--- src/rtl/csel_pkg.sv ---
package csel_pkg;
  parameter int REG_W    = 8;
  parameter int PLL_BIT  = 6;
  parameter int SLOW_BIT = 5;
  parameter int MOD_BIT  = 2;
  parameter int SRC_W    = 2;

  typedef enum logic [SRC_W-1:0] {
    SRC_XTAL = 2'b00,
    SRC_SLOW = 2'b01,
    SRC_PLL  = 2'b10
  } sys_src_e;
endpackage

--- src/rtl/csel_store.sv ---
module csel_store
  import csel_pkg::*;
(
  input  logic             clk_i,
  input  logic             rst_ni,
  input  logic             wr_en_i,
  input  logic [REG_W-1:0] wdata_i,
  input  logic             pll_on_i,
  output logic             pll_q_o,
  output logic             slow_q_o,
  output logic             mod_q_o
);
  logic pll_d, slow_d, mod_d;

  always_comb begin
    pll_d  = pll_q_o;
    slow_d = slow_q_o;
    mod_d  = mod_q_o;
    if (wr_en_i) begin
      pll_d  = wdata_i[PLL_BIT];
      slow_d = wdata_i[SLOW_BIT];
      mod_d  = wdata_i[MOD_BIT];
    end
    // PLL select may only hold 1 while PLL runs
    pll_d = pll_d & pll_on_i;
  end

  always_ff @(posedge clk_i or negedge rst_ni) begin
    if (!rst_ni) begin
      pll_q_o  <= 1'b0;
      slow_q_o <= 1'b0;
      mod_q_o  <= 1'b0;
    end else begin
      pll_q_o  <= pll_d;
      slow_q_o <= slow_d;
      mod_q_o  <= mod_d;
    end
  end

  p_write_slow_r2: assert property (@(posedge clk_i) disable iff (!rst_ni)
    wr_en_i |=> (slow_q_o == $past(wdata_i[SLOW_BIT])) && (mod_q_o == $past(wdata_i[MOD_BIT])));
  p_refuse_pll_r4: assert property (@(posedge clk_i) disable iff (!rst_ni)
    (wr_en_i && wdata_i[PLL_BIT] && !pll_on_i) |=> !pll_q_o);
  p_drop_clear_r5: assert property (@(posedge clk_i) disable iff (!rst_ni)
    (!pll_on_i && pll_q_o) |=> !pll_q_o);
  p_hold_r9: assert property (@(posedge clk_i) disable iff (!rst_ni)
    !wr_en_i |=> $stable(slow_q_o) && $stable(mod_q_o));
endmodule

--- src/rtl/csel_route.sv ---
module csel_route
  import csel_pkg::*;
(
  input  logic             pll_q_i,
  input  logic             slow_q_i,
  input  logic             mod_q_i,
  input  logic             limp_i,
  output logic [SRC_W-1:0] sys_src_o,
  output logic             mod_slow_o
);
  sys_src_e src;

  always_comb begin
    if (limp_i || pll_q_i) src = SRC_PLL;
    else if (slow_q_i)     src = SRC_SLOW;
    else                   src = SRC_XTAL;
  end

  assign sys_src_o  = src;
  assign mod_slow_o = mod_q_i & ~limp_i;

  always_comb begin
    p_code_legal_r6: assert (sys_src_o != 2'b11);
    if (limp_i) p_limp_force_r8: assert (sys_src_o == SRC_PLL && !mod_slow_o);
  end
endmodule

--- src/rtl/csel_rdmux.sv ---
module csel_rdmux
  import csel_pkg::*;
(
  input  logic             pll_q_i,
  input  logic             slow_q_i,
  input  logic             mod_q_i,
  output logic [REG_W-1:0] rdata_o
);
  for (genvar i = 0; i < REG_W; i++) begin : g_bit
    if (i == PLL_BIT)       begin : g_pll  assign rdata_o[i] = pll_q_i;  end
    else if (i == SLOW_BIT) begin : g_slow assign rdata_o[i] = slow_q_i; end
    else if (i == MOD_BIT)  begin : g_mod  assign rdata_o[i] = mod_q_i;  end
    else                    begin : g_zero assign rdata_o[i] = 1'b0;     end
  end
endmodule

--- src/rtl/clk_src_sel.sv ---
module clk_src_sel
  import csel_pkg::*;
(
  input  logic             clk_i,
  input  logic             rst_ni,
  input  logic             wr_en_i,
  input  logic [REG_W-1:0] wdata_i,
  input  logic             pll_on_i,
  input  logic             limp_i,
  output logic [REG_W-1:0] rdata_o,
  output logic [SRC_W-1:0] sys_src_o,
  output logic             mod_slow_o
);
  logic pll_q, slow_q, mod_q;

  csel_store u_store (
    .clk_i(clk_i), .rst_ni(rst_ni), .wr_en_i(wr_en_i), .wdata_i(wdata_i),
    .pll_on_i(pll_on_i), .pll_q_o(pll_q), .slow_q_o(slow_q), .mod_q_o(mod_q)
  );

  csel_route u_route (
    .pll_q_i(pll_q), .slow_q_i(slow_q), .mod_q_i(mod_q), .limp_i(limp_i),
    .sys_src_o(sys_src_o), .mod_slow_o(mod_slow_o)
  );

  csel_rdmux u_rdmux (
    .pll_q_i(pll_q), .slow_q_i(slow_q), .mod_q_i(mod_q), .rdata_o(rdata_o)
  );

  p_unused_zero_r3: assert property (@(posedge clk_i) disable iff (!rst_ni)
    (rdata_o & 8'h9B) == 8'h00);
  p_mod_follow_r7: assert property (@(posedge clk_i) disable iff (!rst_ni)
    !limp_i |-> mod_slow_o == rdata_o[MOD_BIT]);
endmodule

--- config.mk ---
export PLATFORM = sky130hd
export DESIGN_NAME = clk_src_sel
export DESIGN_NICKNAME = d
export VERILOG_FILES = /design/src/rtl/csel_pkg.sv /design/src/rtl/csel_store.sv /design/src/rtl/csel_route.sv /design/src/rtl/csel_rdmux.sv /design/src/rtl/clk_src_sel.sv
export SDC_FILE = /design/constraint.sdc
export NUM_CORES = 1
export LEC_CHECK = 0
export BUFFER_PORTS_ARGS = -buffer_cell sky130_fd_sc_hd__buf_2
export CORE_AREA = 2 2 39 41
export DETAILED_ROUTE_END_ITERATION = 12
export DIE_AREA = 0 0 41 43
export GPL_ROUTABILITY_DRIVEN = 0
export GPL_TIMING_DRIVEN = 0
export SYNTH_ARGS = -nofsm -noshare
export SYNTH_HDL_FRONTEND = slang
export SYNTH_SLANG_ARGS = --single-unit
--- constraint.sdc ---
create_clock -name clk_i -period 0.9 [get_ports clk_i]
set_input_delay 0.18 -clock clk_i [delete_from_list [all_inputs] [get_ports clk_i]]
set_output_delay 0.18 -clock clk_i [all_outputs]
set_load 0.01 [all_outputs]
==> results of run 1 <==
-- final cells by class --
cell class,count,area (um2)
clock buffer,4,26.3
sequential,3,75.1
inverter,1,3.75
tap,16,20.0
fill,159,973
timing repair buffer,17,136
buffer,7,56.3
multi-input combinational,13,92.6
-- timing repair --
| item | 4_1_cts | 5_1_grt |
|---|---|---|
| cloned | 0 | 0 |
| hold endpoints to repair | 3 | 0 |
| hold buffers | 1 | 0 |
| pin swaps | 2 | 1 |
| buffers inserted | 3 | 1 |
| setup endpoints to repair | 6 | 8 |
| resized for setup | 6 | 6 |
-- power groups by stage --
stage | sequential, uW | combinational, uW | clock [uW]
after global placement | 155 | 119 | 0
final | 155 | 174 | 241
after CTS | 154 | 160 | 252
after global routing | 156 | 192 | 257
after floorplan | 154 | 80.8 | 0
after detailed placement | 156 | 121 | 0
-- how the worst max path moves through the flow --
stage | end | slack, ps | start | cells past startpoint
2_1_floorplan | sys_src_o[0] | -20 | u_store.pll_q_o$_DFF_PN0_ | 2
3_3_place_gp | sys_src_o[0] | -110 | u_store.pll_q_o$_DFF_PN0_ | 3
3_5_place_dp | sys_src_o[0] | -110 | u_store.pll_q_o$_DFF_PN0_ | 3
4_1_cts | sys_src_o[0] | -330 | u_store.pll_q_o$_DFF_PN0_ | 3
5_1_grt | sys_src_o[0] | -340 | u_store.pll_q_o$_DFF_PN0_ | 3
6_report | sys_src_o[0] | -300 | u_store.pll_q_o$_DFF_PN0_ | 3
-- flip-flops by register name (all words and copies together), names as in the netlist --
register          cells
u_store.slow_q_o      1
u_store.mod_q_o       1
u_store.pll_q_o       1
-- logic make-up (layout without fill, tap and decap cells) --
logic type | Yosys count | in the layout
buffers and inverters | 9 | 29
other | 1 | 5
muxes | 2 | 2
and+or+nand+nor | 5 | 5
AOI/OAI and AO/OA | 1 | 1
DFF | 3 | 3
-- through the flow --
step | area, um2 | setup WS (ps) | total power (uW) | instances
after floorplan | 220 | -23.6 | 234 | 25
after global placement | 305 | -109 | 275 | 54
after detailed placement | 305 | -113 | 277 | 54
after CTS | 389 | -331 | 566 | 61
after global routing | 410 | -340 | 606 | 61
final | 410 | -300 | 570 | 61
-- cell usage in the layout, fill, tap and decap left out, drive strengths merged --
| cell type | instances |
|---|---|
| mux2 | 1 |
| dfrtp | 3 |
| buf | 23 |
| or2 | 1 |
| nor2b | 2 |
| inv | 1 |
| conb | 5 |
| clkbuf | 4 |
| mux2i | 1 |
| nor2 | 1 |
| o21ai | 1 |
| nand2 | 1 |
| dlygate4sd3 | 1 |
-- layer usage --
layer | GRT usage (%) | routed length, um
met1 | 4.22 | 115
met2 | 10.6 | 229
met3 | 4.71 | 55
met4 | 10.0 | 30
met5 | 0 | 0
-- worst min-delay path, delay by kind of cell --
kind / cells / cell delay, ps
AND/OR/NAND/NOR: 1 / 40
AO/OA/AOI/OAI: 1 / 60
buffers and inverters: 1 / 70
==> report_table.html, run 1 <==
<table>
<tr><th>Metric</th><th>Value</th></tr>
<tr><th colspan="2">Route</th></tr>
<tr><td>Routed wire length</td><td>431 um</td></tr>
<tr><td>Detailed-route via count</td><td>201</td></tr>
<tr><td>Number of detailed-route iterations in the first pass</td><td>1</td></tr>
<tr><td>Number of remaining DRC errors</td><td>0</td></tr>
<tr><td>Number of nets with antenna violations after routing</td><td>0</td></tr>
<tr><td>Routed len/inst</td><td>7.07 um</td></tr>
<tr><td>Number of violations reported at the end of detailed-routing iteration 0</td><td>0</td></tr>
<tr><td>Post-detailed-route via-to-cell ratio</td><td>3.30</td></tr>
<tr><th colspan="2">STA</th></tr>
<tr><td>Hold Fails Final Rpt</td><td>0</td></tr>
<tr><td>Highest clock rate</td><td>833 MHz</td></tr>
<tr><td>Min cycle time layout</td><td>1200 ps</td></tr>
<tr><td>Final cycle utilization of the critical path</td><td>133%</td></tr>
<tr><td>Unrepaired setup endpoints after global routing</td><td>yes</td></tr>
<tr><td>Clock skew</td><td>0 ps</td></tr>
<tr><td>Accumulated negative setup slack</td><td>-1230 ps</td></tr>
<tr><td>Final setup slack of the worst path</td><td>-300 ps</td></tr>
<tr><td>Final setup viols</td><td>6</td></tr>
<tr><td>Final-report max-slew violation count</td><td>0</td></tr>
<tr><td>Hold Slack</td><td>157 ps</td></tr>
<tr><th colspan="2">Synthesis</th></tr>
<tr><td>Post-synth EDFFs</td><td>0</td></tr>
<tr><td>Primary FF master, synth</td><td>sky130_fd_sc_hd__dfrtp_1</td></tr>
<tr><td>Most numerous cell in the Yosys netlist</td><td>sky130_fd_sc_hd__buf_4</td></tr>
<tr><td>Complex-gate fraction of the synthesized area</td><td>2.56%</td></tr>
<tr><td>Proportion of netlist area held by the largest area contributor</td><td>38.5%</td></tr>
<tr><td>Share of the yosys chip area belonging to registers</td><td>38.5%</td></tr>
<tr><td>Synth Register Bits</td><td>3</td></tr>
<tr><td>Largest family of logic cells by synthesized area</td><td>buffers and inverters</td></tr>
<tr><td>Mean area per synthesized cell</td><td>9.29 um2</td></tr>
<tr><td>Post-synthesis cell type with the largest combined area</td><td>sky130_fd_sc_hd__dfrtp_1</td></tr>
<tr><td>Arithmetic-cell share of the synthesized area counting full adders, half adders and majority gates</td><td>0%</td></tr>
<tr><td>Portion of netlist area occupied by mux cells</td><td>10.9%</td></tr>
<tr><td>Number of different library cells in the post-synthesis netlist</td><td>11</td></tr>
<tr><td>Xor and xnor area share after synthesis</td><td>0%</td></tr>
<tr><td>Simple-gate share of the synthesized area</td><td>13.5%</td></tr>
<tr><td>Total standard cell area after synthesis</td><td>195 um2</td></tr>
<tr><td>Largest cells by area after synthesis</td><td>sky130_fd_sc_hd__dfrtp_1 38%, sky130_fd_sc_hd__buf_4 31%, sky130_fd_sc_hd__nor2b_1 6.4%, sky130_fd_sc_hd__mux2_2 5.8%, sky130_fd_sc_hd__mux2i_1 5.1%</td></tr>
<tr><td>Number of cells produced by synthesis</td><td>21</td></tr>
<tr><td>Synth Warn #</td><td>0</td></tr>
<tr><td>Top post-synthesis cells by count</td><td>8 x sky130_fd_sc_hd__buf_4, 3 x sky130_fd_sc_hd__dfrtp_1, 2 x sky130_fd_sc_hd__nor2b_1</td></tr>
<tr><td>Post-synth ARST share</td><td>100%</td></tr>
<tr><th colspan="2">Die</th></tr>
<tr><td>Core area</td><td>1380 um2</td></tr>
<tr><td>Site Rows</td><td>14</td></tr>
<tr><td>Starting density of the core</td><td>14.1%</td></tr>
<tr><td>Number of ports placed on the die boundary</td><td>24</td></tr>
<tr><td>Horizontal die dimension</td><td>41 um</td></tr>
<tr><td>Floorplan die area</td><td>1760 um2</td></tr>
<tr><td>Die Y-Extent</td><td>43 um</td></tr>
<tr><th colspan="2">Worst setup path</th></tr>
<tr><td>Crit Path Max Fanout</td><td>2</td></tr>
<tr><td>CP bufs+invs</td><td>1</td></tr>
<tr><td>Category of the worst setup path capture point</td><td>output port</td></tr>
<tr><td>Slack of the worst reg-to-reg path</td><td>0 ps</td></tr>
<tr><td>CP peak stage delay</td><td>370 ps</td></tr>
<tr><td>Top delay family on crit path</td><td>flip-flops</td></tr>
<tr><td>Worst path arrival time</td><td>1020 ps</td></tr>
<tr><td>Critical Path Source Type</td><td>flip-flop</td></tr>
<tr><td>RR Startpoint</td><td>u_store.mod_q_o$_DFFE_PN0P_</td></tr>
<tr><td>Critical path's slowest cell</td><td>sky130_fd_sc_hd__dfrtp_1</td></tr>
<tr><td>Cell chain of the critical path</td><td>or2_4, nor2_4, buf_6</td></tr>
<tr><td>Required time of the critical path</td><td>720 ps</td></tr>
<tr><td>Setup CP Type</td><td>reg2out</td></tr>
<tr><td>Worst reg2reg path endpoint</td><td>u_store.mod_q_o$_DFFE_PN0P_</td></tr>
<tr><td>Cell depth of the worst flop-to-flop path</td><td>2</td></tr>
<tr><th colspan="2">Power and ir drop</th></tr>
<tr><td>Power per standard cell area</td><td>1390 nW/um2</td></tr>
<tr><td>Switching Share</td><td>25.2%</td></tr>
<tr><td>Int Power</td><td>426 uW</td></tr>
<tr><td>Maximum ir drop on the vdd rail</td><td>0.446 mV</td></tr>
<tr><td>Net Switching</td><td>144 uW</td></tr>
<tr><td>Clock network fraction of total power</td><td>42.3%</td></tr>
<tr><td>Leakage Power</td><td>0.000227 uW</td></tr>
<tr><td>Share of power burned in combinational logic</td><td>30.5%</td></tr>
<tr><td>Register share of total power</td><td>27.2%</td></tr>
<tr><th colspan="2">GRT</th></tr>
<tr><td>Global-route wire length before repair</td><td>710 um</td></tr>
<tr><td>Via count of the first global-routing pass</td><td>199</td></tr>
<tr><td>Number of antenna violations at the first check in global routing</td><td>0</td></tr>
<tr><td>Global route overflow</td><td>0</td></tr>
<tr><td>All-Layer GR Usage</td><td>7.15%</td></tr>
<tr><td>Largest net degree at the start of global routing</td><td>5</td></tr>
<tr><th colspan="2">CTS</th></tr>
<tr><td>Clock tree from TritonCTS</td><td>yes</td></tr>
<tr><td>Clock tree root driver cell</td><td>sky130_fd_sc_hd__clkbuf_4</td></tr>
<tr><td>Clock Path Buffers</td><td>2</td></tr>
<tr><td>TritonCTS buffer count</td><td>3</td></tr>
<tr><td>Worst-path clk slew</td><td>40 ps</td></tr>
<tr><td>Clock sinks</td><td>3</td></tr>
<tr><td>Clock Latency Late Sink</td><td>240 ps</td></tr>
<tr><td>CTS HTree Levels</td><td>1</td></tr>
<tr><th colspan="2">Outcome</th></tr>
<tr><td>Status</td><td>finished with violations</td></tr>
<tr><td>Violations in the final reports</td><td>negative setup slack</td></tr>
<tr><th colspan="2">Job</th></tr>
<tr><td>Maximum capacitance violations</td><td>0</td></tr>
<tr><th colspan="2">Worst hold path</th></tr>
<tr><td>Endpoint with the worst hold slack</td><td>u_store.slow_q_o$_DFFE_PN0P_</td></tr>
<tr><td>Hold wc startpoint</td><td>wdata_i[5]</td></tr>
<tr><td>Hold path depth</td><td>3</td></tr>
<tr><td>HP Class</td><td>in2reg</td></tr>
<tr><th colspan="2">Finish</th></tr>
<tr><td>Count of antenna diodes in the layout</td><td>0</td></tr>
<tr><td>Count of nets after finishing</td><td>59</td></tr>
<tr><td>Synthesis-to-layout area growth</td><td>110%</td></tr>
<tr><td>Fraction of final layout cells with drive strength greater than 1</td><td>66.7%</td></tr>
<tr><td>Post-route core utilization</td><td>29.7%</td></tr>
<tr><th colspan="2">Placement</th></tr>
<tr><td>Count of buffers from port buffering</td><td>13</td></tr>
</table>
(Power assumes the default switching activity.)
==> run 2, diff against run 1 <==
--- a/config.mk
+++ b/config.mk
@@ -7,10 +7,12 @@
 export LEC_CHECK = 0
 export BUFFER_PORTS_ARGS = -buffer_cell sky130_fd_sc_hd__buf_2
 export CORE_AREA = 2 2 39 41
+export CTS_BUF_LIST = sky130_fd_sc_hd__clkbuf_2
 export DETAILED_ROUTE_END_ITERATION = 12
 export DIE_AREA = 0 0 41 43
 export GPL_ROUTABILITY_DRIVEN = 0
 export GPL_TIMING_DRIVEN = 0
+export RECOVER_POWER = 100
 export SYNTH_ARGS = -nofsm -noshare
 export SYNTH_HDL_FRONTEND = slang
 export SYNTH_SLANG_ARGS = --single-unit
==> report_table.html, run 2 (synthesis gave the netlist of run 1 again) <==
<table>
<tr><th>Metric</th><th>Value</th></tr>
<tr><th colspan="2">Outcome</th></tr>
<tr><td>Status</td><td>finished with violations</td></tr>
<tr><td>Violations in the final reports</td><td>negative setup slack</td></tr>
<tr><th colspan="2">CTS</th></tr>
<tr><td>Worst-path clk slew</td><td>40 ps</td></tr>
<tr><td>Clock sinks</td><td>3</td></tr>
<tr><td>Clock tree from TritonCTS</td><td>yes</td></tr>
<tr><td>Clock tree root driver cell</td><td>sky130_fd_sc_hd__clkbuf_2</td></tr>
<tr><td>Clock Path Buffers</td><td>2</td></tr>
<tr><td>CTS HTree Levels</td><td>1</td></tr>
<tr><td>Clock Latency Late Sink</td><td>200 ps</td></tr>
<tr><td>TritonCTS buffer count</td><td>3</td></tr>
<tr><th colspan="2">Worst setup path</th></tr>
<tr><td>Cell chain of the critical path</td><td>or2_4, nor2_4, buf_6</td></tr>
<tr><td>Top delay family on crit path</td><td>flip-flops</td></tr>
<tr><td>Crit Path Max Fanout</td><td>2</td></tr>
<tr><td>Critical Path Source Type</td><td>flip-flop</td></tr>
<tr><td>CP peak stage delay</td><td>370 ps</td></tr>
<tr><td>Required time of the critical path</td><td>720 ps</td></tr>
<tr><td>Timing startpoint of the critical path</td><td>u_store.pll_q_o$_DFF_PN0_</td></tr>
<tr><td>Worst path depth</td><td>3</td></tr>
<tr><td>Setup CP Type</td><td>reg2out</td></tr>
<tr><td>Critical path's slowest cell</td><td>sky130_fd_sc_hd__dfrtp_1</td></tr>
<tr><td>RR Startpoint</td><td>u_store.mod_q_o$_DFFE_PN0P_</td></tr>
<tr><td>Worst path arrival time</td><td>990 ps</td></tr>
<tr><td>CP bufs+invs</td><td>1</td></tr>
<tr><td>Cell depth of the worst flop-to-flop path</td><td>2</td></tr>
<tr><td>Category of the worst setup path capture point</td><td>output port</td></tr>
<tr><th colspan="2">Placement</th></tr>
<tr><td>Worst slack after detailed placement</td><td>-113 ps</td></tr>
<tr><td>Cell area reported after detailed placement</td><td>305 um2</td></tr>
<tr><td>Count of buffers from port buffering</td><td>13</td></tr>
<tr><th colspan="2">GRT</th></tr>
<tr><td>Global route overflow</td><td>0</td></tr>
<tr><td>Via count of the first global-routing pass</td><td>197</td></tr>
<tr><td>Global-route wire length before repair</td><td>724 um</td></tr>
<tr><td>Number of antenna violations at the first check in global routing</td><td>0</td></tr>
<tr><td>Largest net degree at the start of global routing</td><td>5</td></tr>
<tr><td>All-Layer GR Usage</td><td>7.15%</td></tr>
<tr><th colspan="2">Die</th></tr>
<tr><td>Floorplan die area</td><td>1760 um2</td></tr>
<tr><td>Site Rows</td><td>14</td></tr>
<tr><td>Number of ports placed on the die boundary</td><td>24</td></tr>
<tr><td>Die Y-Extent</td><td>43 um</td></tr>
<tr><td>Starting density of the core</td><td>14.1%</td></tr>
<tr><td>Core area</td><td>1380 um2</td></tr>
<tr><td>Horizontal die dimension</td><td>41 um</td></tr>
<tr><th colspan="2">STA</th></tr>
<tr><td>Clock skew</td><td>0 ps</td></tr>
<tr><td>Hold Slack</td><td>190 ps</td></tr>
<tr><td>Final setup viols</td><td>6</td></tr>
<tr><td>Highest clock rate</td><td>855 MHz</td></tr>
<tr><td>Unrepaired setup endpoints after global routing</td><td>yes</td></tr>
<tr><td>Min cycle time layout</td><td>1170 ps</td></tr>
<tr><td>Hold Fails Final Rpt</td><td>0</td></tr>
<tr><td>Final cycle utilization of the critical path</td><td>130%</td></tr>
<tr><td>Final setup slack of the worst path</td><td>-269 ps</td></tr>
<tr><td>Final-report max-slew violation count</td><td>0</td></tr>
<tr><th colspan="2">Finish</th></tr>
<tr><td>Fraction of final layout cells with drive strength greater than 1</td><td>66.7%</td></tr>
<tr><td>Count of nets after finishing</td><td>59</td></tr>
<tr><td>Commonest non-fill, non-tap cells in the layout</td><td>8 x sky130_fd_sc_hd__buf_6, 7 x sky130_fd_sc_hd__buf_4, 7 x sky130_fd_sc_hd__buf_2</td></tr>
<tr><td>Synthesis-to-layout area growth</td><td>106%</td></tr>
<tr><td>Cell area after layout</td><td>403 um2</td></tr>
<tr><td>Commonest non-fill, non-tap cell in the layout</td><td>sky130_fd_sc_hd__buf_6</td></tr>
<tr><td>Count of antenna diodes in the layout</td><td>0</td></tr>
<tr><td>Biggest registers after layout</td><td>u_store.mod_q_o x1, u_store.pll_q_o x1, u_store.slow_q_o x1</td></tr>
<tr><th colspan="2">Worst hold path</th></tr>
<tr><td>Hold path depth</td><td>3</td></tr>
<tr><td>Hold wc startpoint</td><td>wdata_i[5]</td></tr>
<tr><td>HP Class</td><td>in2reg</td></tr>
<tr><th colspan="2">Power and ir drop</th></tr>
<tr><td>Power per standard cell area</td><td>1280 nW/um2</td></tr>
<tr><td>Leakage Power</td><td>0.000226 uW</td></tr>
<tr><td>Maximum ir drop on the vdd rail</td><td>0.434 mV</td></tr>
<tr><th colspan="2">Route</th></tr>
<tr><td>Routed len/inst</td><td>7.08 um</td></tr>
<tr><td>Post-detailed-route via-to-cell ratio</td><td>3.18</td></tr>
<tr><td>Number of remaining DRC errors</td><td>0</td></tr>
<tr><td>Number of violations reported at the end of detailed-routing iteration 0</td><td>0</td></tr>
<tr><td>Detailed-route via count</td><td>194</td></tr>
<tr><td>Number of nets with antenna violations after routing</td><td>0</td></tr>
<tr><td>Routed wire length</td><td>432 um</td></tr>
<tr><td>Number of detailed-route iterations in the first pass</td><td>1</td></tr>
<tr><th colspan="2">Job</th></tr>
<tr><td>Maximum capacitance violations</td><td>0</td></tr>
</table>
==> run 2: cell count changes in the layout (fill, tap and decap cells not counted), sizes merged <==
| cell | previous run | this run |
|---|---|---|
| buf | 23 | 22 |
| clkbuf | 4 | 5 |
==> run 2: final timing paths <==
kind	endpoint	slack, ps
max in group asynchronous	u_store.pll_q_o$_DFF_PN0_	430
min reg2reg	u_store.slow_q_o$_DFFE_PN0P_	590
min in group asynchronous	u_store.slow_q_o$_DFFE_PN0P_	310
max	sys_src_o[0]	-270
max reg2reg	u_store.mod_q_o$_DFFE_PN0P_	0
min	u_store.slow_q_o$_DFFE_PN0P_	190
==> run 2: layer usage <==
metal	up-vias	track usage [%]	wire length (um)
li1	100	-	-
met4	0	8.00	0
met1	83	4.22	123
met5	-	0	0
met2	11	10.6	258
met3	0	6.28	49
==> run 2: repair_timing <==
item	in CTS	in global routing
pin swaps	2	1
hold buffers	1	0
setup buffers	3	1
endpoints found under the setup margin	6	8
endpoints found under the hold margin	3	0
gates resized for setup	6	6
==> run 2: cell type report <==
cell class	count	area [um2]
multi-input cells	13	92.6
well taps	16	20.0
repair buffers	17	135
fillers	159	981
flip-flops and latches	3	75.1
inverters	1	3.75
clock buffers	4	20.0
plain buffers	7	56.3
==> run 2: worst register-to-register path, cell delays in order (launching register included) <==
cell	delay, ps
sky130_fd_sc_hd__dfrtp_1	400
sky130_fd_sc_hd__buf_6	120
sky130_fd_sc_hd__mux2_4	250
==> run 2: where the power goes <==
part           total [uW]  internal, uW  switching [uW]  leakage, uW
clock                 189           117            71.5    0.0000166
combinational         174           112            61.4     0.000172
sequential            155           147            8.21    0.0000371
==> run 2: metrics by stage <==
step	setup TNS (ps)	std cells	power [uW]	utilization (%)
after floorplan	-23.6	25	234	-
after global placement	-150	54	275	22.1
after detailed placement	-153	54	277	22.1
after CTS	-1200	61	517	27.7
after global routing	-1410	61	560	29.1
final	-1040	61	517	29.1
